==> config.mk <==
export PLATFORM = sky130hd
export DESIGN_NAME = symfir_decim2
export DESIGN_NICKNAME = d
export VERILOG_FILES = /design/src/rtl/symfir_pkg.sv /design/src/rtl/symfir_ctrl.sv /design/src/rtl/symfir_preadd.sv /design/src/rtl/symfir_mul.sv /design/src/rtl/symfir_acc.sv /design/src/rtl/symfir_decim2.sv
export SDC_FILE = /design/constraint.sdc
export NUM_CORES = 1
export LEC_CHECK = 0
export ABC_AREA = 1
export BUFFER_PORTS_ARGS = -buffer_cell sky130_fd_sc_hd__buf_2
export CAP_MARGIN = 20
export CORE_UTILIZATION = 55
export CTS_CLUSTER_DIAMETER = 80
export DETAILED_ROUTE_END_ITERATION = 10
export PLACE_DENSITY_LB_ADDON = 0.1
export SYNTH_ARGS = -nofsm -noshare
export SYNTH_HDL_FRONTEND = slang
export SYNTH_SLANG_ARGS = --single-unit
==> constraint.sdc <==
create_clock -name clk -period 6 [get_ports clk]
set_input_delay 1.5 -clock clk [delete_from_list [all_inputs] [get_ports clk]]
set_output_delay 1.5 -clock clk [all_outputs]
set_load 0.1 [all_outputs]
==> src/rtl/symfir_pkg.sv <==
// Schedule constants shared by the decimator and its submodules.
// The slot numbers of the controller schedule follow from the unit latencies,
// so changing a latency here moves every dependent slot with it.
package symfir_pkg;
    localparam int unsigned TAPS      = 4;
    localparam int unsigned ADD_LAT   = 2;
    localparam int unsigned MUL_LAT   = 2;
    localparam int unsigned SL_PAIR_A = 0;
    localparam int unsigned SL_PAIR_B = SL_PAIR_A + 1;
    localparam int unsigned SL_COEF_A = SL_PAIR_A + ADD_LAT;
    localparam int unsigned SL_COEF_B = SL_COEF_A + 1;
    localparam int unsigned SL_CLR_A  = SL_COEF_A + MUL_LAT;
    localparam int unsigned SL_CLR_B  = SL_CLR_A + 2;
    localparam int unsigned SLOTS     = SL_CLR_B + 1;
endpackage

==> src/rtl/symfir_ctrl.sv <==
// Controller: keeps the four-sample history and the pairing phase, and plays
// a fixed slot schedule for each completed pair of samples. Slot 0 drives the
// outer pair into the pre-adder. The next slot drives the inner pair, which is
// snapshotted so new samples may shift in meanwhile. Coefficients are timed to
// meet the matching pair sums, and the accumulator controls are timed to meet
// the matching products. Outside their slots, the operands and coefficient are
// zero. Assumes rst_n is synchronous, active low.
module symfir_ctrl
    import symfir_pkg::*;
#(
    parameter int unsigned       DW = 18,
    parameter logic signed [DW-1:0] H0 = '0,
    parameter logic signed [DW-1:0] H1 = '0
) (
    input  logic                 clk,
    input  logic                 rst_n,
    input  logic                 in_valid,
    input  logic signed [DW-1:0] in_sample,
    output logic signed [DW-1:0] add_a,
    output logic signed [DW-1:0] add_b,
    output logic signed [DW-1:0] coef,
    output logic                 acc_clr,
    output logic                 acc_present
);
    localparam int unsigned FILL_W = $clog2(TAPS);
    localparam logic [FILL_W-1:0] FILL_FULL = FILL_W'(TAPS - 1);

    logic [TAPS-1:0][DW-1:0] hist;
    logic [DW-1:0]           inner_hi, inner_lo;
    logic                    phase;
    logic [FILL_W-1:0]       fill;
    logic [SLOTS-1:0]        slot;

    // Shift the sample history on every accepted sample.
    always_ff @(posedge clk) begin
        if (!rst_n) begin
            hist <= '0;
        end else if (in_valid) begin
            hist[0] <= in_sample;
            for (int i = 1; i < TAPS; i++) hist[i] <= hist[i-1];
        end
    end

    // Track the pairing phase and the warm-up fill, and launch a schedule token.
    always_ff @(posedge clk) begin
        if (!rst_n) begin
            phase   <= 1'b0;
            fill    <= '0;
            slot[0] <= 1'b0;
        end else begin
            slot[0] <= in_valid && phase && (fill == FILL_FULL);
            if (in_valid) begin
                phase <= ~phase;
                if (fill != FILL_FULL) fill <= fill + 1'b1;
            end
        end
    end

    // Move each token one slot further down the schedule per cycle.
    always_ff @(posedge clk) begin
        if (!rst_n) slot[SLOTS-1:1] <= '0;
        else        slot[SLOTS-1:1] <= slot[SLOTS-2:0];
    end

    // Snapshot the inner pair while the outer pair is being issued.
    always_ff @(posedge clk) begin
        if (!rst_n) begin
            inner_hi <= '0;
            inner_lo <= '0;
        end else if (slot[SL_PAIR_A]) begin
            inner_hi <= hist[1];
            inner_lo <= hist[TAPS-2];
        end
    end

    // Select the operands and controls for the current slot.
    always_comb begin
        add_a = '0;
        add_b = '0;
        if (slot[SL_PAIR_A]) begin
            add_a = hist[0];
            add_b = hist[TAPS-1];
        end else if (slot[SL_PAIR_B]) begin
            add_a = inner_hi;
            add_b = inner_lo;
        end
        coef = '0;
        if (slot[SL_COEF_A])      coef = H0;
        else if (slot[SL_COEF_B]) coef = H1;
        acc_clr     = slot[SL_CLR_A] | slot[SL_CLR_B];
        acc_present = slot[SL_CLR_B];
    end

    // Two schedule tokens are never launched back to back (R4 cadence).
    a_r4_token_spacing: assert property (@(posedge clk) disable iff (!rst_n)
        slot[0] |=> !slot[0]);

    // The history must not move while no sample is offered.
    a_r3_hold_when_idle: assert property (@(posedge clk) disable iff (!rst_n)
        !in_valid |=> $stable(hist));
endmodule

==> src/rtl/symfir_preadd.sv <==
// Shared pre-adder: adds two signed operands with wrap-around at DW bits, then
// passes the sum through a register chain. The sum appears ADD_LAT cycles after
// its operands. Assumes the caller keeps the sum in range (two top bits equal).
module symfir_preadd
    import symfir_pkg::*;
#(
    parameter int unsigned DW = 18
) (
    input  logic                 clk,
    input  logic                 rst_n,
    input  logic signed [DW-1:0] a,
    input  logic signed [DW-1:0] b,
    output logic signed [DW-1:0] sum
);
    logic [ADD_LAT-1:0][DW-1:0] pipe;

    // Compute the sum, then carry it through the output register chain.
    always_ff @(posedge clk) begin
        if (!rst_n) begin
            pipe <= '0;
        end else begin
            pipe[0] <= a + b;
            for (int i = 1; i < ADD_LAT; i++) pipe[i] <= pipe[i-1];
        end
    end

    assign sum = pipe[ADD_LAT-1];
endmodule

==> src/rtl/symfir_mul.sv <==
// Shared multiplier: forms the full-width signed product of two DW-bit
// operands. The product appears MUL_LAT cycles after its operands.
module symfir_mul
    import symfir_pkg::*;
#(
    parameter int unsigned DW = 18,
    localparam int unsigned PW = 2 * DW
) (
    input  logic                 clk,
    input  logic                 rst_n,
    input  logic signed [DW-1:0] a,
    input  logic signed [DW-1:0] b,
    output logic signed [PW-1:0] prod
);
    logic [MUL_LAT-1:0][PW-1:0] pipe;

    // Multiply, then carry the product through the output register chain.
    always_ff @(posedge clk) begin
        if (!rst_n) begin
            pipe <= '0;
        end else begin
            pipe[0] <= PW'(a) * PW'(b);
            for (int i = 1; i < MUL_LAT; i++) pipe[i] <= pipe[i-1];
        end
    end

    assign prod = pipe[MUL_LAT-1];
endmodule

==> src/rtl/symfir_acc.sv <==
// Clearable accumulator. When clr is high, the running sum restarts from the
// incoming product; when it is low, the product is added with wrap-around.
// When present is high, the completed sum so far is latched as a result, and
// res_vld pulses on the next cycle. Assumes present is only raised together
// with clr, after the last product of a result.
module symfir_acc #(
    parameter int unsigned AW = 36,
    parameter int unsigned DW = 18
) (
    input  logic                 clk,
    input  logic                 rst_n,
    input  logic signed [AW-1:0] prod,
    input  logic                 clr,
    input  logic                 present,
    output logic signed [DW-1:0] res,
    output logic                 res_vld
);
    logic signed [AW-1:0] acc;

    // Restart or extend the running sum.
    always_ff @(posedge clk) begin
        if (!rst_n)   acc <= '0;
        else if (clr) acc <= prod;
        else          acc <= acc + prod;
    end

    // Latch the completed sum, truncated to its low bits, on a present request.
    always_ff @(posedge clk) begin
        if (!rst_n) begin
            res     <= '0;
            res_vld <= 1'b0;
        end else begin
            res_vld <= present;
            if (present) res <= acc[DW-1:0];
        end
    end
endmodule

==> src/rtl/symfir_decim2.sv <==
// Top of the symmetric four-tap decimate-by-two filter. It joins the
// controller, pre-adder, multiplier and accumulator, and adds one output
// register stage, so the qualifier follows the accumulator result by a cycle.
// Assumes the two top bits of every sample are equal; rst_n is synchronous,
// active low.
module symfir_decim2
    import symfir_pkg::*;
#(
    parameter int unsigned          DW = 18,
    parameter logic signed [DW-1:0] H0 = 18'sd91000,
    parameter logic signed [DW-1:0] H1 = -18'sd23456
) (
    input  logic                 clk,
    input  logic                 rst_n,
    input  logic                 in_valid,
    input  logic signed [DW-1:0] in_sample,
    output logic signed [DW-1:0] out_sample,
    output logic                 out_valid
);
    localparam int unsigned PW = 2 * DW;

    logic signed [DW-1:0] add_a, add_b, coef, pair_sum, res;
    logic signed [PW-1:0] prod;
    logic                 acc_clr, acc_present, res_vld;

    symfir_ctrl #(.DW(DW), .H0(H0), .H1(H1)) u_ctrl (
        .clk(clk), .rst_n(rst_n), .in_valid(in_valid), .in_sample(in_sample),
        .add_a(add_a), .add_b(add_b), .coef(coef),
        .acc_clr(acc_clr), .acc_present(acc_present)
    );

    symfir_preadd #(.DW(DW)) u_preadd (
        .clk(clk), .rst_n(rst_n), .a(add_a), .b(add_b), .sum(pair_sum)
    );

    symfir_mul #(.DW(DW)) u_mul (
        .clk(clk), .rst_n(rst_n), .a(pair_sum), .b(coef), .prod(prod)
    );

    symfir_acc #(.AW(PW), .DW(DW)) u_acc (
        .clk(clk), .rst_n(rst_n), .prod(prod), .clr(acc_clr),
        .present(acc_present), .res(res), .res_vld(res_vld)
    );

    // Register the result and its qualifier one cycle after the accumulator.
    always_ff @(posedge clk) begin
        if (!rst_n) begin
            out_sample <= '0;
            out_valid  <= 1'b0;
        end else begin
            out_valid <= res_vld;
            if (res_vld) out_sample <= res;
        end
    end

    // Count accepted samples up to TAPS, for the warm-up check only.
    logic [$clog2(TAPS+1)-1:0] seen;
    always_ff @(posedge clk) begin
        if (!rst_n)                                  seen <= '0;
        else if (in_valid && seen != ($bits(seen))'(TAPS)) seen <= seen + 1'b1;
    end

    a_r4_no_early_result: assert property (@(posedge clk) disable iff (!rst_n)
        out_valid |-> (seen == ($bits(seen))'(TAPS)));

    a_r6_single_pulse: assert property (@(posedge clk) disable iff (!rst_n)
        out_valid |=> !out_valid);

    a_r6_hold_between: assert property (@(posedge clk) disable iff (!rst_n)
        !out_valid |-> $stable(out_sample));
endmodule

# Yosys cells after proc, flatten, opt, wreduce, memory -nomap -nowiden
# Index checks and enable logic that the tools add are counted.
[classes]
mul = 1
mux = 7
n_reduce_logical = 3
bitwise_logic = 2
addsub = 3
n_div = 0
n_lt_le_gt_ge = 0
shift = 0
n_eq_ne = 2
[ops]
columns = ["cell", "count"]
rows = [
  ["$mux 18", 6],
  ["$add 36x36->36", 1],
  ["$mul 18x18->36", 1],
  ["$mux 36", 1],
  ["$add 18x18->18", 1],
  ["$add 2x1->2 const B", 1],
  ["$eq 2x2->1 const B", 1],
  ["$logic_and 1x1->1", 2],
  ["$ne 2x2->1 const B", 1],
  ["$reduce_and 2->1", 1],
  ["$not 1->1", 1],
  ["$or 1x1->1", 1],
]
[totals]
ramBits = 0
regBits = 300
latchBits = 0
elab_cells = 37
input_bits = 21
out_inout_bits = 19
mem_count = 0
romBits = 0

# Logic depth before layout (Yosys ltp)
# Gate-level depths: netlist (run 1).
[logic_depth]
depth_word = 3
mapped_depth = 28
ltp_nobuf = 28

# Cells and area by module
# Synthesis (run 1) repeated with hierarchy kept, for this count alone.
[unflattened]
cells_unflattened = 3356
hier_area_um2 = 24976.5
[modules_own_cells]
columns = ["module", "n_inst", "seq_area_each_um2", "cells_per_inst", "area_per_inst_um2"]
rows = [
  ["symfir_mul", 1, 1441.4, 2005, 15285.9],
  ["symfir_ctrl", 1, 2362.3, 570, 4505.6],
  ["symfir_acc", 1, 740.7, 360, 2322.2],
  ["symfir_preadd", 1, 720.7, 304, 2063.2],
  ["symfir_decim2", 1, 380.4, 117, 799.5],
]

# Worst setup path after synthesis (run 1)
# Ideal clock, no wire load.
[synth_path]
kind = "flip-flop to flip-flop"
from = "register u_ctrl.slot[2]"
to = "register u_mul.pipe[17] (netlist name)"
path_buffers = 0
synth_period_minus_slack_ns = 5.118
stages_incl_launch_ff = 26
t_arrival_ns = 5.004
path_slack_ns = 0.882
setup_ns = 0.114
required_time_ns = 5.886
cell_sequence = "dfxtp_1 inv_1 nand2_4 clkinv_1 nor2_1 fa_1 inv_1 fa_1 inv_1 fa_1 inv_1 fa_1 inv_1 fa_1 inv_1 fa_1 inv_1 ha_1 a21oi_1 o21ai_0 nand2_1 nand2_1 a21oi_1 nand2_1 nand2_1 nor2_2"
[synth_via]
elab_chain_len = 2
[synth_lines]
columns = ["element", "line", "text"]
rows = [
  ["from (decl)", "symfir_ctrl.sv:32", "logic [SLOTS-1:0] slot;"],
  ["from (signal, indexed assignment)", "symfir_ctrl.sv:62", "else slot[SLOTS-1:1] <= slot[SLOTS-2:0];"],
  ["$mux 18", "symfir_ctrl.sv:88", "if (slot[SL_COEF_A]) coef = H0;"],
  ["$mul 18x18->36", "symfir_mul.sv:22", "pipe[0] <= PW'(a) * PW'(b);"],
  ["to (decl)", "symfir_mul.sv:15", "logic [MUL_LAT-1:0][PW-1:0] pipe;"],
]
# No other way between the ends.
# A chain may end at the register's enable or synchronous reset.

# Worst setup path after layout (run 1)
# Ends and elaborated chain as after synthesis.

==> impl_results.md, run 1 <==
- Compound-Gate Fraction of Synth Area: 13.1%
- Setup crit end kind: register
- Clock buffers created by TritonCTS: 23
- Sequential Power Share: 48.2%
- Net switching fraction of the power: 22.0%
- Clock tree buffer depth: 3
- Post-Syn Area per Cell: 7.39 um^2
- First-pass GRT wire length: 41.5 mm
- Cell Area, Synth: 0.0114 mm^2
- Class of the most critical setup path: register to register
- WL per Instance: 13.0 um
- Worst slew margin relative to its limit: 29.1%
- Clk pin slew, worst setup/hold paths: 60 ps
- Critical path data required time: 6400 ps
- Number of unique standard cell types used by synthesis: 37
- Total I/O pin count: 40
- Routability-driven placement congestion ratio: 0.899
- Reg-to-Reg End: u_mul.pipe[17]$_SDFF_PN0_
- ANT nets after route: 0
- Most instantiated library cell after synthesis: sky130_fd_sc_hd__nand2_1
- LEAKAGE: 6.66 nW
- Rows: 52
- Fin. max-slew vios: 0
- Total buffers and inverters traversed by the critical path: 8
- Setup TNS: 0 ps
- Max cap viols: 0
- Post-CTS repair timing setup buffer count: 0
- XOR/XNOR share of the synthesized area: 1.16%
- Clock period minus worst slack: 5540 ps
- R2r setup slk: 460 ps
- Fin util: 61.7%
- Net Sw Power: 0.000650 W
- Critical Path Stages: 25
- Fraction of the yosys area taken by sequential cells: 36.5%
- Ranking of synthesized cells by area: sky130_fd_sc_hd__dfxtp_1, sky130_fd_sc_hd__ha_1, sky130_fd_sc_hd__nand2_1
- Seq cells post-synth: 207
- First-iteration detailed-routing DRC count: 638
- Timing-limited maximum frequency: 181 MHz
- Post-route cell area: 0.0125 mm^2
- Class of the tightest hold or removal check: register to register
- Power Internal: 0.00230 W
- Finish-stage setup viols: 0
- Power Dens Cells: 236 mW/mm^2
- Adder and majority cell fraction of the synthesized area: 18.3%
- Ant. Diodes: 0
- Yosys warning total: 0
- Maximum number of pins on one net before global-route repair: 95
- Most frequently used flop master after synthesis: sky130_fd_sc_hd__dfxtp_1
- Final cycle utilization of the critical path: 92.3%
- RSZ-0062 raised after global routing: false
- Number of clock sinks: 207
- Total vias in the final route: 9311
- Clock Latency Late Sink: 520 ps
- Logic pwr share: 3.3%
- Cells after synthesis: 1538
- Area post-placement: 0.0117 mm^2
- Initial antenna violation count: 0
- DPL Wire Length: 17.2 mm
- Total DRC errors in the routed layout: 0
- Worst setup startpoint: u_ctrl.slot[2]$_SDFF_PN0_
- Max Fanout on Critical Path: 10
- Clock Skew: 23.3 ps
- Core area: 0.0202 mm^2
- Detailed-route wire length: 23.8 mm
- Fraction of post-synthesis cell area in the top cell type by area: 36.5%
- Clock root buffer master: sky130_fd_sc_hd__clkbuf_16
- Slew at the pin closest to its max-slew limit: 1060 ps
- Worst stage delay on the critical path: 530 ps
- Share of final-layout standard cells stronger than drive strength 1: 6.47%
- Proportion of power drawn by the clock network: 48.5%
- Most prevalent standard cell on the critical path: sky130_fd_sc_hd__inv_1
- Number of global-route vias before repair: 8809
- Area added between synthesis and finish: 9.89%
- Detailed-routing iteration count for the pre-antenna-repair pass: 5
- GRT Util Overall: 23.5%
- Share of synthesized cell area in and, or, nand and nor gates: 21.2%
- Capturing instance or port of the critical path: u_mul.pipe[17]$_SDFF_PN0_
- Fill count: 1921
- Number of input and output port buffers inserted: 33
- Result of the run: complete, no violations
- Max rail drop VDD: 0.000242 V
- Cell at the slowest stage of the critical path: sky130_fd_sc_hd__fa_1
- Power, Total: 0.00295 W
- Most numerous cell types in the synthesized netlist: sky130_fd_sc_hd__nand2_1, sky130_fd_sc_hd__nor2_1, sky130_fd_sc_hd__inv_1, sky130_fd_sc_hd__dfxtp_1, sky130_fd_sc_hd__o21ai_0
- Depth of the worst register-to-register path: 25
- Dominant combinational cell family by area after synthesis: simple AND/OR/NAND/NOR gates
- Drt via density: 5.08
- FFs w/ async S/R, synth: 0%
- Initial core utilization: 56.1%
- Number of enable flip-flop cells after synthesis: 0
- Category of the worst setup path launch point: register
- Hold buffers post-CTS: 0
- Synth area leader: sky130_fd_sc_hd__dfxtp_1
- Kind of cell with the highest combined delay on the critical path: adder cells
- H-tree levels: 1
- Fin. Hold Viols: 0
- Gates resized, CTS repair: 0
- Y dimension of the die: 146 um
- TritonCTS clock tree: yes
- Data arrival time of the worst path: 5930 ps
- Die X: 146 um
- Critical register-to-register path startpoint: u_ctrl.slot[2]$_SDFF_PN0_
- Gr ovfl total: 0
- Total die area: 0.0212 mm^2
- Net count reported at finish: 1706
- Multiplexer share of the synthesized area: 0%
-- stage by stage --
step                      setup slack (ps)  hold slack (ps)  cells
after global routing                  65.7              421   1832
after global placement                 434              392   1790
final                                  461              408   1832
after detailed placement               337              395   1790
after floorplan                        882              390   1541
after CTS                              299              409   1832
-- cells by family (layout without fill, tap and decap cells) --
logic type / count (synthesis) / count (layout)
buf+inv: 288 / 309
other cells: 1 / 4
xor+xnor: 15 / 15
fa+ha+maj: 140 / 140
compound gates: 285 / 285
simple gates: 602 / 602
flops: 207 / 207
-- layout make-up --
type	count	area, um^2	share of cell area (%)
multi-input combinational	1046	6130	49.1
sequential	207	4150	33.2
inverter	228	860	6.89
clock buffer	35	711	5.69
tap	270	338	2.71
timing repair buffer	39	213	1.70
clock inverter	7	90.1	0.722
-- flip-flops by register name, summed over array words and instances (netlist names), 2 cells and up --
signal,count
out_sample,15
u_mul.prod,15
u_mul.pipe,15
u_preadd.sum,15
u_ctrl.inner_lo,15
u_ctrl.inner_hi,15
u_acc.acc,15
u_ctrl.fill,2
u_ctrl.slot,6
u_ctrl.hist,60
u_acc.res,15
u_preadd.pipe,15
-- placed cells by master (no fill, tap or decap), types with 3 or more instances in the layout --
master and n:
sky130_fd_sc_hd__conb_1 4, sky130_fd_sc_hd__nor3_1 5, sky130_fd_sc_hd__dfxtp_1 206, sky130_fd_sc_hd__xnor2_1 4, sky130_fd_sc_hd__nand3_1 47, sky130_fd_sc_hd__clkbuf_8 9, sky130_fd_sc_hd__nand2_2 7, sky130_fd_sc_hd__o211ai_1 4
sky130_fd_sc_hd__inv_1 222, sky130_fd_sc_hd__nand2_1 291, sky130_fd_sc_hd__buf_4 7, sky130_fd_sc_hd__o21a_1 5, sky130_fd_sc_hd__clkinv_2 3, sky130_fd_sc_hd__inv_2 3, sky130_fd_sc_hd__a31oi_1 3, sky130_fd_sc_hd__fa_1 43
sky130_fd_sc_hd__a21oi_1 95, sky130_fd_sc_hd__buf_2 32, sky130_fd_sc_hd__ha_1 97, sky130_fd_sc_hd__clkbuf_1 3, sky130_fd_sc_hd__clkbuf_16 23, sky130_fd_sc_hd__o21bai_1 4, sky130_fd_sc_hd__nand2_4 3, sky130_fd_sc_hd__nand4_1 3
sky130_fd_sc_hd__nor2_1 237, sky130_fd_sc_hd__a21o_1 5, sky130_fd_sc_hd__o21ai_0 162, sky130_fd_sc_hd__xor2_1 11
-- worst register-to-register path: stages, from the launching register on --
cell and delay (ps):
sky130_fd_sc_hd__dfxtp_1 310, sky130_fd_sc_hd__inv_1 160, sky130_fd_sc_hd__nand2_4 170, sky130_fd_sc_hd__clkinvlp_4 210, sky130_fd_sc_hd__nor2_1 110, sky130_fd_sc_hd__fa_1 530, sky130_fd_sc_hd__inv_1 50, sky130_fd_sc_hd__fa_1 470
sky130_fd_sc_hd__inv_1 50, sky130_fd_sc_hd__fa_1 500, sky130_fd_sc_hd__inv_1 50, sky130_fd_sc_hd__fa_1 470, sky130_fd_sc_hd__inv_1 50, sky130_fd_sc_hd__fa_1 530, sky130_fd_sc_hd__inv_1 60, sky130_fd_sc_hd__fa_1 530
sky130_fd_sc_hd__inv_1 50, sky130_fd_sc_hd__ha_1 340, sky130_fd_sc_hd__a21oi_1 140, sky130_fd_sc_hd__o21ai_0 140, sky130_fd_sc_hd__nand2_1 80, sky130_fd_sc_hd__nand2_1 60, sky130_fd_sc_hd__a21oi_2 210, sky130_fd_sc_hd__nand2_1 80
sky130_fd_sc_hd__nand2_1 70, sky130_fd_sc_hd__nor2_2 40
-- power groups by stage --
| stage | Sequential [W] | Clock (W) | Combinational (W) |
|---|---|---|---|
| after floorplan | 0.00145 | 0 | 0.0000793 |
| after global placement | 0.00145 | 0 | 0.0000974 |
| after detailed placement | 0.00145 | 0 | 0.0000987 |
| after CTS | 0.00142 | 0.00146 | 0.0000993 |
| after global routing | 0.00143 | 0.00152 | 0.000114 |
| final | 0.00142 | 0.00143 | 0.0000986 |
-- layer usage --
metal | global-route usage (%) | share of wire, %
met1 | 32.2 | 48
met2 | 39.7 | 47
met3 | 2.79 | 3.3
met4 | 5.16 | 1.7
met5 | 0 | 0
-- worst min-delay path by stage --
| stage | start | end | slack [ps] | cells after the start |
|---|---|---|---|---|
| global placement | u_ctrl.slot[5]$_SDFF_PN0_ | u_ctrl.acc_present$_SDFF_PN0_ | 390 | 2 |
| global route | u_preadd.pipe[13]$_SDFF_PN0_ | u_preadd.sum[13]$_SDFF_PN0_ | 420 | 2 |
| CTS | u_preadd.pipe[4]$_SDFF_PN0_ | u_preadd.sum[4]$_SDFF_PN0_ | 410 | 2 |
| floorplan | u_ctrl.slot[5]$_SDFF_PN0_ | u_ctrl.acc_present$_SDFF_PN0_ | 390 | 2 |
| finish | u_mul.pipe[7]$_SDFF_PN0_ | u_mul.prod[7]$_SDFF_PN0_ | 410 | 2 |
| detailed placement | u_preadd.pipe[4]$_SDFF_PN0_ | u_preadd.sum[4]$_SDFF_PN0_ | 400 | 2 |
No activity file was read; power rests on OpenSTA's default activity.
==> run 2, diff against run 1 <==
CORE_UTILIZATION = 50   (was 55)
==> impl_results.md, run 2 (synthesis gave the netlist of run 1 again) <==
- Result of the run: complete, no violations
- Clock tree buffer depth: 3 (unchanged)
- RSZ-0062 raised after global routing: false
- Most prevalent standard cell on the critical path: sky130_fd_sc_hd__inv_1
- Slew at the pin closest to its max-slew limit: 1020 ps (-38.6 ps)
- Most common cell after layout, fill and taps aside: sky130_fd_sc_hd__nand2_1
- Fin util: 56.8% (-4.9 points)
- Clock period minus worst slack: 5560 ps (+17.5 ps)
- Critical path data required time: 6420 ps (+20 ps)
- First-iteration detailed-routing DRC count: 472 (-26%)
- Clock Latency Late Sink: 520 ps (about the same)
- Area post-placement: 0.0117 mm^2 (+0.32%)
- LEAKAGE: 6.67 nW (+0.13%)
- Area added between synthesis and finish: 10.1%
- Class of the tightest hold or removal check: register to register
- Post-route cell area: 0.0125 mm^2 (+0.23%)
- Drt via density: 5.01 (-1.5%)
- Post-CTS repair timing setup buffer count: 0 (unchanged)
- Detailed-route wire length: 24.4 mm (+2.6%)
- Setup crit end kind: register
- Max Fanout on Critical Path: 10 (unchanged)
- Initial antenna violation count: 0 (unchanged)
- Total I/O pin count: 40 (unchanged)
- Register with the highest flop count: u_ctrl.hist
- Cell at the slowest stage of the critical path: sky130_fd_sc_hd__fa_1
- Y dimension of the die: 153 um (+4.8%)
- Power Dens Cells: 238 mW/mm^2 (+0.54%)
- DPL Wire Length: 17.6 mm (+2.3%)
- Hold buffers post-CTS: 0 (unchanged)
- Max rail drop VDD: 0.000271 V (+12%)
- Net count reported at finish: 1708 (+0.12%)
- Initial core utilization: 51.6% (-4.6 points)
- Net Sw Power: 0.000649 W (-0.11%)
- TritonCTS clock tree: yes
- Final cycle utilization of the critical path: 92.6% (+0.29 points)
- H-tree levels: 1 (unchanged)
- Timing-limited maximum frequency: 180 MHz (-0.31%)
- Worst slew margin relative to its limit: 31.7% (+2.6 points)
- WL per Instance: 13.3 um (+2.0%)
- ANT nets after route: 0 (unchanged)
- Commonest cells after routing, fill and taps aside: sky130_fd_sc_hd__nand2_1, sky130_fd_sc_hd__nor2_1, sky130_fd_sc_hd__inv_1
- Sequential Power Share: 47.8% (-0.4 points)
- Total vias in the final route: 9229 (-0.88%)
- GRT Util Overall: 21.9% (-1.6 points)
- Gr ovfl total: 0 (unchanged)
- Total die area: 0.0233 mm^2 (+9.9%)
- Kind of cell with the highest combined delay on the critical path: adder cells
- Data arrival time of the worst path: 5970 ps (+40 ps)
- Share of final-layout standard cells stronger than drive strength 1: 6.53% (+0.060 points)
- Number of input and output port buffers inserted: 33 (unchanged)
- First-pass GRT wire length: 42.6 mm (+2.6%)
- Largest register FFs: 60 (unchanged)
- Class of the most critical setup path: register to register
- Post-Route Hold Slack: 407 ps (-0.958 ps)
- Net switching fraction of the power: 21.8% (-0.19 points)
- Total DRC errors in the routed layout: 0 (unchanged)
- Maximum number of pins on one net before global-route repair: 100 (+5.3%)
- Routability-driven placement congestion ratio: 0.868 (-3.4%)
- Rows: 54 (+3.8%)
- Number of global-route vias before repair: 8863 (+0.61%)
- Clock Skew: 24.7 ps (+1.44 ps)
- Die X: 153 um (+4.8%)
- Fin. Hold Viols: 0 (unchanged)
- Core area: 0.0220 mm^2 (+8.9%)
- Fin. max-slew vios: 0 (unchanged)
- Clk pin slew, worst setup/hold paths: 60 ps (about the same)
- Detailed-routing iteration count for the pre-antenna-repair pass: 5 (unchanged)
- Logic pwr share: 3.4% (about the same)
- Number of clock sinks: 207 (unchanged)
- Setup TNS: 0 ps (unchanged)
- Total buffers and inverters traversed by the critical path: 8 (unchanged)
- Proportion of power drawn by the clock network: 48.8% (+0.3 points)
- Worst stage delay on the critical path: 530 ps (about the same)
- Category of the worst setup path launch point: register
- Ant. Diodes: 0 (unchanged)
- Power Internal: 0.00233 W (+1.0%)
- Clock buffers created by TritonCTS: 22 (-4.3%)
- Finish-stage setup viols: 0 (unchanged)
- Max cap viols: 0 (unchanged)
- Clock root buffer master: sky130_fd_sc_hd__clkbuf_16
-- run 2: changes by cell type in the layout (fill, tap and decap cells not counted), sizes merged --
cell / previous run / this run
clkbuf: 35 / 28
clkinv: 6 / 10
buf: 39 / 42
bufinv: 1 / 4
inv: 227 / 225
-- run 2: worst min-delay path, stage by stage (launching register included) --
cell and delay (ps):
sky130_fd_sc_hd__dfxtp_1 310, sky130_fd_sc_hd__nand2_1 50, sky130_fd_sc_hd__inv_1 40
-- run 2: final cells by class --
type                            count  area (um^2)
Clock buffer                       28          603
Clock inverter                     12          193
Fill cell                        2115         9510
Inverter                          228          860
Multi-Input combinational cell   1046         6130
Sequential cell                   207         4150
Tap cell                          280          350
Timing Repair Buffer               42          235
-- run 2: repair_timing --
action,CTS,global route
hold endpoints to repair,0,0
resized for setup,0,1
endpoints found under the setup margin,0,1
-- run 2: worst paths after layout --
| kind | startpoint | endpoint | slack (ps) | cells after the start |
|---|---|---|---|---|
| max reg2reg | u_ctrl.slot[2]$_SDFF_PN0_ | u_mul.pipe[17]$_SDFF_PN0_ | 440 | 25 |
| min | u_mul.pipe[12]$_SDFF_PN0_ | u_mul.prod[12]$_SDFF_PN0_ | 410 | 2 |
| min reg2reg | u_mul.pipe[12]$_SDFF_PN0_ | u_mul.prod[12]$_SDFF_PN0_ | 410 | 2 |
| max | u_ctrl.slot[2]$_SDFF_PN0_ | u_mul.pipe[17]$_SDFF_PN0_ | 440 | 25 |
-- run 2: power by group through the flow --
stage | Sequential (W) | Clock, W | Combinational, W
6_report | 0.00142 | 0.00145 | 0.0000999
5_1_grt | 0.00143 | 0.00154 | 0.000116
4_1_cts | 0.00142 | 0.00149 | 0.000101
3_5_place_dp | 0.00145 | 0 | 0.000100
3_3_place_gp | 0.00145 | 0 | 0.0000989
2_1_floorplan | 0.00145 | 0 | 0.0000793
-- run 2: through the flow --
step | setup slack, ps | std cells | power [W]
2_1_floorplan | 882 | 1541 | 0.00153
3_3_place_gp | 374 | 1803 | 0.00155
4_1_cts | 272 | 1843 | 0.00301
6_report | 444 | 1843 | 0.00297
5_1_grt | 42.3 | 1843 | 0.00308
3_5_place_dp | 275 | 1803 | 0.00155
-- run 2: metal layers --
layer	global-route usage [%]	routed length, um	vias up	part of all wire (%)
met3	2.87	844	23	3.5
met4	4.14	349	0	1.4
met2	36.4	11100	122	45
met1	30.4	12200	4237	50
li1	-	-	4847	-
met5	0	0	-	0
==> run 3, diff against run 2 <==
CORE_MARGIN = 2   (was default)
==> impl_results.md, run 3 (synthesis gave the netlist of run 1 again) <==
- Clock tree buffer depth: 3 (unchanged)
- Highest layer used for signal routing: met4
- Timing-limited maximum frequency: 181 MHz (+0.60%)
- First-pass GRT wire length: 43.0 mm (+0.99%)
- GRT Util Overall: 21.4% (-0.42 points)
- Number of global-route vias before repair: 9219 (+4.0%)
- Post-CTS repair timing setup buffer count: 0 (unchanged)
- Routability-driven placement congestion ratio: 0.881 (+1.5%)
- Rows: 55 (+1.9%)
- Finish-stage setup viols: 0 (unchanged)
- Result of the run: complete, no violations
- Total I/O pin count: 40 (unchanged)
- Detailed-route wire length: 24.5 mm (+0.30%)
- Worst slew margin relative to its limit: 37.8% (+6.2 points)
- LEAKAGE: 6.67 nW (about the same)
- Setup crit end kind: register
- Most common cell after layout, fill and taps aside: sky130_fd_sc_hd__nand2_1
- Clock period minus worst slack: 5520 ps (-32.9 ps)
- Area post-placement: 0.0117 mm^2 (about the same)
- Category of the worst setup path launch point: register
- Routed met2 length: 11.3 mm (+1.7%)
- Slew at the pin closest to its max-slew limit: 931 ps (-92.5 ps)
- Data arrival time of the worst path: 5920 ps (-50 ps)
- WL met1: 12.0 mm (-1.2%)
- Maximum number of pins on one net before global-route repair: 69 (-31%)
- WL per Instance: 13.2 um (about the same)
- Total DRC errors in the routed layout: 0 (unchanged)
- Number of input and output port buffers inserted: 33 (unchanged)
- Total vias in the final route: 9311 (+0.89%)
- Max Fanout on Critical Path: 10 (unchanged)
- Core area: 0.0225 mm^2 (+2.2%)
- Setup TNS: 0 ps (unchanged)
- Class of the tightest hold or removal check: register to register
- Area added between synthesis and finish: 10.1% (about the same)
- Destination of the worst hold path: u_preadd.sum[2]$_SDFF_PN0_
- Die X: 155 um (+1.3%)
- Detailed-routing iteration count for the pre-antenna-repair pass: 5 (unchanged)
- Min setup slack post-route: 477 ps (+32.9 ps)
- Clock buffers created by TritonCTS: 22 (unchanged)
- Fill count: 2204 (+4.2%)
- Fin. Hold Viols: 0 (unchanged)
- Initial core utilization: 50.5% (-1.1 points)
- Critical path data required time: 6400 ps (-20 ps)
- TritonCTS clock tree: yes
- Largest register FFs: 60 (unchanged)
- ANT nets after route: 0 (unchanged)
- Gr ovfl total: 0 (unchanged)
- Clock Latency Late Sink: 520 ps (about the same)
- Gates resized, CTS repair: 0 (unchanged)
- Max rail drop VDD: 0.000196 V (-28%)
- Drt via density: 5.04 (+0.56%)
- Fin. max-slew vios: 0 (unchanged)
- Class of the most critical setup path: register to register
- Minimum setup slack after placement: 323 ps (+47.3 ps)
- Power Dens Cells: 232 mW/mm^2 (-2.4%)
- H-tree levels: 1 (unchanged)
- Clk pin slew, worst setup/hold paths: 60 ps (about the same)
- Clock Skew: 22.2 ps (-2.56 ps)
- R2r setup slk: 480 ps (+30 ps)
- WL met3: 817 um (-3.2%)
- DPL Wire Length: 17.5 mm (-0.83%)
- Critical register-to-register path startpoint: u_ctrl.slot[2]$_SDFF_PN0_
- Commonest cells after routing, fill and taps aside: sky130_fd_sc_hd__nand2_1, sky130_fd_sc_hd__nor2_1, sky130_fd_sc_hd__inv_1
- Hold Crit Depth: 2 (unchanged)
- First-iteration detailed-routing DRC count: 543 (+15%)
- Y dimension of the die: 155 um (+1.3%)
- Number of clock sinks: 207 (unchanged)
- RSZ-0062 raised after global routing: false
- Clock root buffer master: sky130_fd_sc_hd__clkbuf_16
- Final cycle utilization of the critical path: 92.1% (-0.55 points)
- Depth of the worst register-to-register path: 25 (unchanged)
- Max cap viols: 0 (unchanged)
- Ant. Diodes: 0 (unchanged)
- Total die area: 0.0239 mm^2 (+2.6%)
- Net count reported at finish: 1709 (+0.059%)
- Hold buffers post-CTS: 0 (unchanged)
- Reg-to-Reg End: u_mul.pipe[17]$_SDFF_PN0_
- Initial antenna violation count: 0 (unchanged)
- Post-route cell area: 0.0125 mm^2 (about the same)
- Fin util: 55.6% (-1.2 points)
- Worst hold start: u_preadd.pipe[2]$_SDFF_PN0_
- Register with the highest flop count: u_ctrl.hist
- Share of final-layout standard cells stronger than drive strength 1: 6.52% (about the same)
-- run 3: cell types whose count changed in the layout (fill, tap and decap cells not counted) --
cell / previous run / this run
sky130_fd_sc_hd__bufinv_16: 4 / 2
sky130_fd_sc_hd__clkbuf_8: 3 / 5
sky130_fd_sc_hd__clkinv_4: 2 / 0
sky130_fd_sc_hd__a21oi_1: 96 / 95
sky130_fd_sc_hd__a21oi_2: 0 / 1
sky130_fd_sc_hd__buf_16: 0 / 1
sky130_fd_sc_hd__clkbuf_1: 3 / 4
sky130_fd_sc_hd__clkinv_2: 5 / 6
sky130_fd_sc_hd__nor2_1: 236 / 237
sky130_fd_sc_hd__nor2_2: 2 / 1
-- run 3: power breakdown --
part	total [W]	switching, W	leakage [nW]	internal (W)
Clock	0.00138	0.000551	0.375	0.000829
Sequential	0.00142	0.0000189	1.68	0.00140
Combinational	0.000100	0.0000704	4.61	0.0000300
Total	0.00290	0.000640	6.67	0.00226
-- run 3: area by class of cell --
class                      count  area, um^2  area share (%)
sequential                   207        4150            33.1
inverter                     228         860            6.87
clock buffer                  31         634            5.07
clock inverter                 9         120           0.960
multi-input combinational   1046        6130            49.0
tap                          285         357            2.85
timing repair buffer          43         263            2.10
-- run 3: worst max path at each step --
stage | start | endpoint | depth (start not counted)
final | u_ctrl.slot[2]$_SDFF_PN0_ | u_mul.pipe[17]$_SDFF_PN0_ | 25
after detailed placement | u_ctrl.slot[3]$_SDFF_PN0_ | u_mul.pipe[17]$_SDFF_PN0_ | 25
after global placement | u_ctrl.slot[2]$_SDFF_PN0_ | u_mul.pipe[17]$_SDFF_PN0_ | 25
after global routing | u_ctrl.slot[2]$_SDFF_PN0_ | u_mul.pipe[17]$_SDFF_PN0_ | 25
after CTS | u_ctrl.slot[3]$_SDFF_PN0_ | u_mul.pipe[17]$_SDFF_PN0_ | 25
after floorplan | u_ctrl.slot[2]$_SDFF_PN0_ | u_mul.pipe[17]$_SDFF_PN0_ | 25
-- run 3: worst max-delay path: stages (launching register included) --
cell and delay, ps:
sky130_fd_sc_hd__dfxtp_1 310, sky130_fd_sc_hd__inv_1 160, sky130_fd_sc_hd__nand2_4 160, sky130_fd_sc_hd__clkinvlp_4 200, sky130_fd_sc_hd__nor2_1 100, sky130_fd_sc_hd__fa_1 530, sky130_fd_sc_hd__inv_1 50, sky130_fd_sc_hd__fa_1 470
sky130_fd_sc_hd__inv_1 50, sky130_fd_sc_hd__fa_1 500, sky130_fd_sc_hd__inv_1 50, sky130_fd_sc_hd__fa_1 470, sky130_fd_sc_hd__inv_1 60, sky130_fd_sc_hd__fa_1 520, sky130_fd_sc_hd__inv_1 60, sky130_fd_sc_hd__fa_1 520
sky130_fd_sc_hd__inv_1 50, sky130_fd_sc_hd__ha_1 330, sky130_fd_sc_hd__a21oi_1 140, sky130_fd_sc_hd__o21ai_0 140, sky130_fd_sc_hd__nand2_1 80, sky130_fd_sc_hd__nand2_1 60, sky130_fd_sc_hd__a21oi_2 210, sky130_fd_sc_hd__nand2_1 80
sky130_fd_sc_hd__nand2_1 70, sky130_fd_sc_hd__nor2_2 40
-- run 3: stage by stage --
step                      hold WS, ps  total power (W)  cells
after floorplan                   390          0.00153   1541
after global placement            392          0.00155   1808
after detailed placement          399          0.00155   1808
after CTS                         413          0.00294   1848
after global routing              431          0.00301   1849
final                             412          0.00290   1849
-- run 3: layer usage --
layer / global-route usage [%] / up-vias
met3: 2.58 / 38
met5: 0 / -
met1: 29.3 / 4283
li1: - / 4854
met2: 36.8 / 136
met4: 4.28 / 0
